[src/rtl/ee_spi_pkg.sv]
package ee_spi_pkg;
  localparam int BYTE_W = 8;
  localparam logic [BYTE_W-1:0] OP_READ  = 8'h03;
  localparam logic [BYTE_W-1:0] OP_WRITE = 8'h02;
  localparam logic [BYTE_W-1:0] OP_WREN  = 8'h06;
  localparam logic [BYTE_W-1:0] OP_RDSR  = 8'h05;

  typedef enum logic [2:0] {
    PH_OPC, PH_ADDR, PH_RDATA, PH_STAT,
    PH_WADDR, PH_WDATA, PH_WREN, PH_IGNORE
  } phase_e;
endpackage

[src/rtl/ee_spi_sync.sv]
module ee_spi_sync #(
  parameter int STAGES = 2,
  parameter int W = 4,
  parameter logic [W-1:0] RST_VAL = '0
) (
  input  logic         clk,
  input  logic         rst,
  input  logic [W-1:0] din,
  output logic [W-1:0] dout,
  output logic [W-1:0] dprev
);
  logic [W-1:0] pipe [STAGES+1];

  always_ff @(posedge clk) begin
    if (rst) pipe[0] <= RST_VAL;
    else     pipe[0] <= din;
  end

  for (genvar g = 1; g <= STAGES; g++) begin : g_stage
    always_ff @(posedge clk) begin
      if (rst) pipe[g] <= RST_VAL;
      else     pipe[g] <= pipe[g-1];
    end
  end

  assign dout  = pipe[STAGES-1];
  assign dprev = pipe[STAGES];
endmodule

[src/rtl/ee_spi_ram.sv]
module ee_spi_ram #(
  parameter int AW = 7,
  parameter int DW = 8
) (
  input  logic          clk,
  input  logic          we,
  input  logic [AW-1:0] waddr,
  input  logic [DW-1:0] wdata,
  input  logic [AW-1:0] raddr,
  output logic [DW-1:0] rdata
);
  localparam int DEPTH = 1 << AW;
  logic [DW-1:0] mem [DEPTH];

  always_ff @(posedge clk) begin
    if (we) mem[waddr] <= wdata;
    rdata <= mem[raddr];
  end
endmodule

[src/rtl/ee_spi_front.sv]
module ee_spi_front
  import ee_spi_pkg::*;
#(
  parameter int AW = 7,
  parameter int PAGE_BITS = 4,
  parameter int SYNC_STAGES = 2
) (
  input  logic              clk,
  input  logic              rst,
  input  logic              sck,
  input  logic              cs_n,
  input  logic              si,
  input  logic              hold_n,
  output logic              so,
  output logic              so_en,
  input  logic              wip,
  input  logic [BYTE_W-1:0] status_in,
  input  logic              mem_we,
  input  logic [AW-1:0]     mem_waddr,
  input  logic [BYTE_W-1:0] mem_wdata,
  output logic              wr_valid,
  output logic [AW-1:0]     wr_addr,
  output logic [BYTE_W-1:0] wr_data,
  output logic              wren_pulse,
  output logic              wr_commit
);
  localparam int PB = PAGE_BITS;

  // pin order in the sync vector: {sck, cs_n, si, hold_n}
  logic [3:0] pins_s, pins_p;
  ee_spi_sync #(.STAGES(SYNC_STAGES), .W(4), .RST_VAL(4'b0101)) u_sync (
    .clk(clk), .rst(rst), .din({sck, cs_n, si, hold_n}),
    .dout(pins_s), .dprev(pins_p)
  );

  logic cs_act, cs_rise, hold_act, si_s, rise, fall;
  assign cs_act   = ~pins_s[2];
  assign cs_rise  = pins_s[2] & ~pins_p[2];
  assign si_s     = pins_s[1];
  assign hold_act = pins_s[0];
  assign rise     = pins_s[3] & ~pins_p[3] & cs_act & hold_act;
  assign fall     = ~pins_s[3] & pins_p[3] & cs_act & hold_act;

  phase_e            ph;
  logic [2:0]        bcnt, ocnt;
  logic [BYTE_W-1:0] sr, nb, rdata, txb;
  logic [AW-1:0]     ptr, waddr;
  logic              drv, got, out_ph;

  ee_spi_ram #(.AW(AW), .DW(BYTE_W)) u_ram (
    .clk(clk), .we(mem_we), .waddr(mem_waddr), .wdata(mem_wdata),
    .raddr(ptr), .rdata(rdata)
  );

  assign nb     = {sr[BYTE_W-2:0], si_s};
  assign out_ph = (ph == PH_RDATA) || (ph == PH_STAT);
  assign txb    = (ph == PH_STAT) ? status_in : rdata;

  always_ff @(posedge clk) begin
    if (rst) begin
      ph <= PH_OPC; bcnt <= '0; ocnt <= '0; sr <= '0;
      ptr <= '0; waddr <= '0; drv <= 1'b0; got <= 1'b0;
      so <= 1'b0; so_en <= 1'b0;
      wr_valid <= 1'b0; wr_addr <= '0; wr_data <= '0;
      wren_pulse <= 1'b0; wr_commit <= 1'b0;
    end else begin
      wr_valid   <= 1'b0;
      wren_pulse <= 1'b0;
      wr_commit  <= 1'b0;
      if (cs_rise) begin
        wren_pulse <= (ph == PH_WREN) && (bcnt == 3'd0);
        wr_commit  <= (ph == PH_WDATA) && (bcnt == 3'd0) && got;
      end
      if (!cs_act) begin
        ph <= PH_OPC; bcnt <= '0; ocnt <= '0;
        drv <= 1'b0; got <= 1'b0; so_en <= 1'b0;
      end else begin
        if (rise) begin
          sr   <= nb;
          bcnt <= bcnt + 3'd1;
          if (ph == PH_WREN) ph <= PH_IGNORE;
          else if (bcnt == 3'd7) begin
            unique case (ph)
              PH_OPC: begin
                if      (nb == OP_READ)  ph <= PH_ADDR;
                else if (nb == OP_WRITE) ph <= PH_WADDR;
                else if (nb == OP_WREN)  ph <= PH_WREN;
                else if (nb == OP_RDSR)  ph <= PH_STAT;
                else                     ph <= PH_IGNORE;
              end
              PH_ADDR: begin
                ptr <= nb[AW-1:0];
                ph  <= wip ? PH_IGNORE : PH_RDATA;
              end
              PH_WADDR: begin
                waddr <= nb[AW-1:0];
                ph    <= PH_WDATA;
              end
              PH_WDATA: begin
                wr_valid <= 1'b1;
                wr_addr  <= waddr;
                wr_data  <= nb;
                got      <= 1'b1;
                waddr    <= {waddr[AW-1:PB], PB'(waddr[PB-1:0] + 1'b1)};
              end
              default: ;
            endcase
          end
        end
        if (fall && out_ph) begin
          so   <= txb[~ocnt];
          drv  <= 1'b1;
          ocnt <= ocnt + 3'd1;
          if (ocnt == 3'd7 && ph == PH_RDATA) ptr <= ptr + 1'b1;
        end
        so_en <= (drv | (fall & out_ph)) & hold_act;
      end
    end
  end

  // ---------------- assertions ----------------
  p_so_off_cs_r5: assert property (@(posedge clk) disable iff (rst)
    !cs_act |=> !so_en);
  p_so_off_hold_r5: assert property (@(posedge clk) disable iff (rst)
    !hold_act |=> !so_en);
  p_frozen_hold_r6: assert property (@(posedge clk) disable iff (rst)
    (cs_act && !hold_act) |=> ($stable(bcnt) && $stable(ocnt) && $stable(so)));
  p_ptr_step_r3: assert property (@(posedge clk) disable iff (rst)
    (ph == PH_RDATA && $past(ph) == PH_RDATA) |->
      (ptr == $past(ptr) || ptr == $past(ptr) + 1'b1));
  p_page_fixed_r11: assert property (@(posedge clk) disable iff (rst)
    (ph == PH_WDATA && $past(ph) == PH_WDATA) |->
      (waddr[AW-1:PB] == $past(waddr[AW-1:PB])));
  p_busy_no_read_r8: assert property (@(posedge clk) disable iff (rst)
    (rise && ph == PH_ADDR && bcnt == 3'd7 && wip) |=> (ph != PH_RDATA));
  p_wren_at_cs_r10: assert property (@(posedge clk) disable iff (rst)
    wren_pulse |-> $past(cs_rise));
  p_commit_at_cs_r12: assert property (@(posedge clk) disable iff (rst)
    wr_commit |-> $past(cs_rise));
  p_ignore_quiet_r9: assert property (@(posedge clk) disable iff (rst)
    (ph == PH_IGNORE) |-> !wr_valid);
endmodule

[config.mk]
export PLATFORM = sky130hd
export DESIGN_NAME = ee_spi_front
export DESIGN_NICKNAME = d
export VERILOG_FILES = /design/src/rtl/ee_spi_pkg.sv /design/src/rtl/ee_spi_sync.sv /design/src/rtl/ee_spi_ram.sv /design/src/rtl/ee_spi_front.sv
export SDC_FILE = /design/constraint.sdc
export NUM_CORES = 1
export LEC_CHECK = 0
export BUFFER_PORTS_ARGS = -buffer_cell sky130_fd_sc_hd__buf_4
export CORE_UTILIZATION = 63
export DETAILED_ROUTE_END_ITERATION = 8
export PLACE_DENSITY = 0.8
export SETUP_SLACK_MARGIN = 0.02
export SYNTH_ARGS = -nofsm -noshare
export SYNTH_HDL_FRONTEND = slang
export SYNTH_SLANG_ARGS = --single-unit
export TNS_END_PERCENT = 20
[constraint.sdc]
create_clock -name clk -period 2.29 [get_ports clk]
set_input_delay 0.1145 -clock clk [delete_from_list [all_inputs] [get_ports clk]]
set_output_delay 0.1145 -clock clk [all_outputs]
set_load 0.01 [all_outputs]
==> summary.md <==
| Metric | Value |
|---|---|
| Overall Global Routing Usage | `0.336` |
| Crit share post-route | `1.11` |
| Slew headroom | `0.522` |
| RePlAce Congestion | `0.924` |
| Top_reg_cell synth | `edfxtp_1` |
| Vias in the first global route | `25.4k` |
| Final #Nets | `2739` |
| Synthesized area | `42900 µm²` |
| Actual slew at the worst max-slew pin | `just over 0.7 ns` |
| Final WS setup | `-0.257 ns` |
| Fill cell count | `3490` |
| Clock transition at the registers of the reported paths | `approximately 0.060 ns` |
| Vias | `approximately 25k` |
| Initial core utilization | `0.637` |
| Post-Syn Instances | `2310` |
| CTS tree | `yes` |
| Fraction of layout cells with a size suffix above 1 | `0.294` |
| Failing checks | `setup timing` |
| First-pass GRT wire length | `168 mm` |
| Core footprint | `67300 µm²` |
| Mean Syn Cell Area | `18.6 µm²` |
| Pre-CTS WS | `-0.439 ns` |
| Total Power | `just under 0.04 W` |
| Async SR Flop Fraction | `0` |
| Fmax achieved | `roughly 0.39 GHz` |
| Detailed placement HPWL | `69.8 mm` |
| Setup CP Type | `register to register` |
| RSZ-0062 raised after global routing | `yes` |
| Final Hold Fails | `0` |
| Clk_skew | `0.0362 ns` |
| Clock buffer depth | `3` |
| WP data required | `about 2.9 ns` |
| DR DRC count | `0` |
| Port Buffers | `50` |
| Leakage | `16.3 nW` |
| Post-Syn Nets | `2348` |
| Total I/O pin count | `slightly above 50` |
| Synth area leaders | `edfxtp_1, mux4_2, dfxtp_1` |
| Clk_lat worst skew | `0.69 ns` |
| Die W | `263 µm` |
| Largest net degree at the start of global routing | `93` |
| Signal arrival time at the worst endpoint | `between 3 and 4 ns` |
| Via density | `6.94` |
| Final core utilization | `0.751` |
| Yosys cell types | `61` |
| Synth area leader | `edfxtp_1` |
| Fin. max-slew vios | `0` |
| Grt total ovfl | `0` |
| Hold Crit Class | `input pin to register` |
| Power per standard cell area | `779 nW/µm²` |
| DR pass1 iterations | `6` |
| Initial antenna violation count | `4` |
| Die footprint | `69100 µm²` |
| Status | `finished, violations left` |
| TritonCTS Buffers | `105` |
| Number of enable-type register cells in the synthesized netlist | `1024` |
| H-tree Lvls | `3` |
| Worst-path maximum fanout | `6` |
| Yosys reg bits | `1094` |
| Warnings from Yosys | `0` |
| Commonest non-fill, non-tap cell in the layout | `edfxtp_1` |
| Final setup fails | `8` |
| Root buffer cell | `clkbuf_16` |
| # Max-Cap Violations | `0` |
| Worst VDD drop | `between 0.0005 and 0.0006 V` |
| Final min period | `2.55 ns` |
| Area Overhead vs Synth | `17.9%` |
| Detailed Route WL | `115 mm` |
| Initial DRC Count | `3890` |
| Post-synth top area share | `0.717` |
| Drt wl/cell | `31.4 µm` |
| Most frequent cells in the layout | `edfxtp_1, buf_4, mux4_2` |
| CP startpoint kind | `register` |
| Site Rows | `95` |
| Clock sink total | `1094` |
| Seq/Total Area, Yosys | `0.750` |
| Height of the die | `263 µm` |
| DRT antenna net count | `0` |
| Setup crit end kind | `register` |
## cells in the mapped netlist (6+ instances only)
cell type	instances
a21oi_1	73
o21ai_0	18
a32oi_1	6
nor3_1	17
a221oi_1	17
mux2i_1	104
or2_2	7
buf_4	12
nor4_1	9
buf_6	15
clkbuf_1	60
nor2_1	150
nand3_1	62
buf_2	38
a2111oi_0	8
a211oi_1	27
mux4_2	193
a311oi_1	6
o22ai_1	14
nor2b_1	38
nand2b_1	9
nand4_1	6
and2_1	9
o221ai_1	22
ha_1	7
edfxtp_1	1024
mux2_2	18
a22oi_1	16
a211o_1	6
nand2_1	153
mux4_1	8
inv_1	10
dfxtp_1	70
a22o_1	14
## sequential cells by signal (all words and copies together) (netlist names), 7 cells and up
signal,count
u_ram.rdata,8
wr_addr,7
u_ram.mem,1024
ptr,7
u_sync.pipe,10
sr,7
wr_data,8
waddr,7
## critical path, cell delays in order (launching register included)
cell      delay (ns)
dfxtp_4         0.40
buf_12          0.15
buf_12          0.16
buf_8           0.13
buf_6           0.10
mux4_2          0.55
a311oi_2        0.27
nand3b_1        0.36
o32a_1          0.30
## cell type report
cell class                      count  area [µm²]  area share
Antenna cell                        1        2.50   0.0000495
Clock buffer                      145        2890      0.0572
Clock inverter                     47         403     0.00797
Inverter                           12        45.0    0.000891
Multi-Input combinational cell   1070       10200       0.202
Sequential cell                  1094       32200       0.637
Tap cell                          873        1090      0.0216
Timing Repair Buffer              418        3750      0.0742
## final timing paths
check                          startpoint                           end  slack (ns)  cells after the start
max                   ptr[0]$_SDFFE_PP0N_        u_ram.rdata[1]$_DFF_P_       -0.26                      8
min                          mem_wdata[7]    u_ram.mem[27][7]$_DFFE_PP_       0.004                      1
max reg2reg           ptr[0]$_SDFFE_PP0N_        u_ram.rdata[1]$_DFF_P_       -0.26                      8
min reg2reg  u_sync.pipe[0][2]$_SDFF_PP1_  u_sync.pipe[1][2]$_SDFF_PP1_        0.42                      1
## kinds of logic (layout without fill, tap and decap cells)
| logic type | count (synthesis) | count (layout) | synth area share |
|---|---|---|---|
| flip-flops | 1094 | 1094 | 0.750 |
| AND/OR/NAND/NOR | 483 | 483 | 0.0514 |
| multiplexers | 323 | 323 | 0.135 |
| AO/OA/AOI/OAI | 255 | 255 | 0.0423 |
| buffers and inverters | 146 | 622 | 0.0186 |
| adder cells (fa/ha/maj) | 7 | 7 | 0.00204 |
| XOR/XNOR | 2 | 2 | 0.000409 |
| other | 0 | 1 | 0 |
## routing by layer
layer | GRT usage | up-vias | part of all wire
met1 | 0.446 | 12700 | 0.35
met2 | 0.527 | 2107 | 0.47
met4 | 0.169 | 4 | 0.058
met3 | 0.0826 | 440 | 0.12
li1 | - | 10100 | -
met5 | 0 | - | 0.00024
## power by group
group | internal [W] | total, W | leakage (nW) | switching (W)
clock | 0.00948 | 0.0168 | 1.61 | 0.00730
sequential | 0.0219 | 0.0219 | 9.78 | 0.0000271
combinational | 0.000148 | 0.000657 | 4.91 | 0.000509
total | 0.0315 | 0.0394 | 16.3 | 0.00784
## what timing repair did
action,4_1_cts,5_1_grt
pin swaps,13,4
endpoints found under the hold margin,302,0
resized for setup,55,12
endpoints found under the setup margin,8,10
buffers inserted,12,0
hold buffers,15,0
cloned,2,0
## metrics by stage
stage          instances  TNS (ns)  instance area, µm²  hold slack (ns)
3_5_place_dp        3438     -1.77               46600            0.307
3_3_place_gp        3438     -1.41               46600            0.306
4_1_cts             3659    -0.756               50500           0.0138
2_1_floorplan       2310         0               42900            0.213
6_report            3660     -1.30               50500          0.00420
5_1_grt             3659     -1.59               50500          0.00351
(Power assumes the default switching activity.)
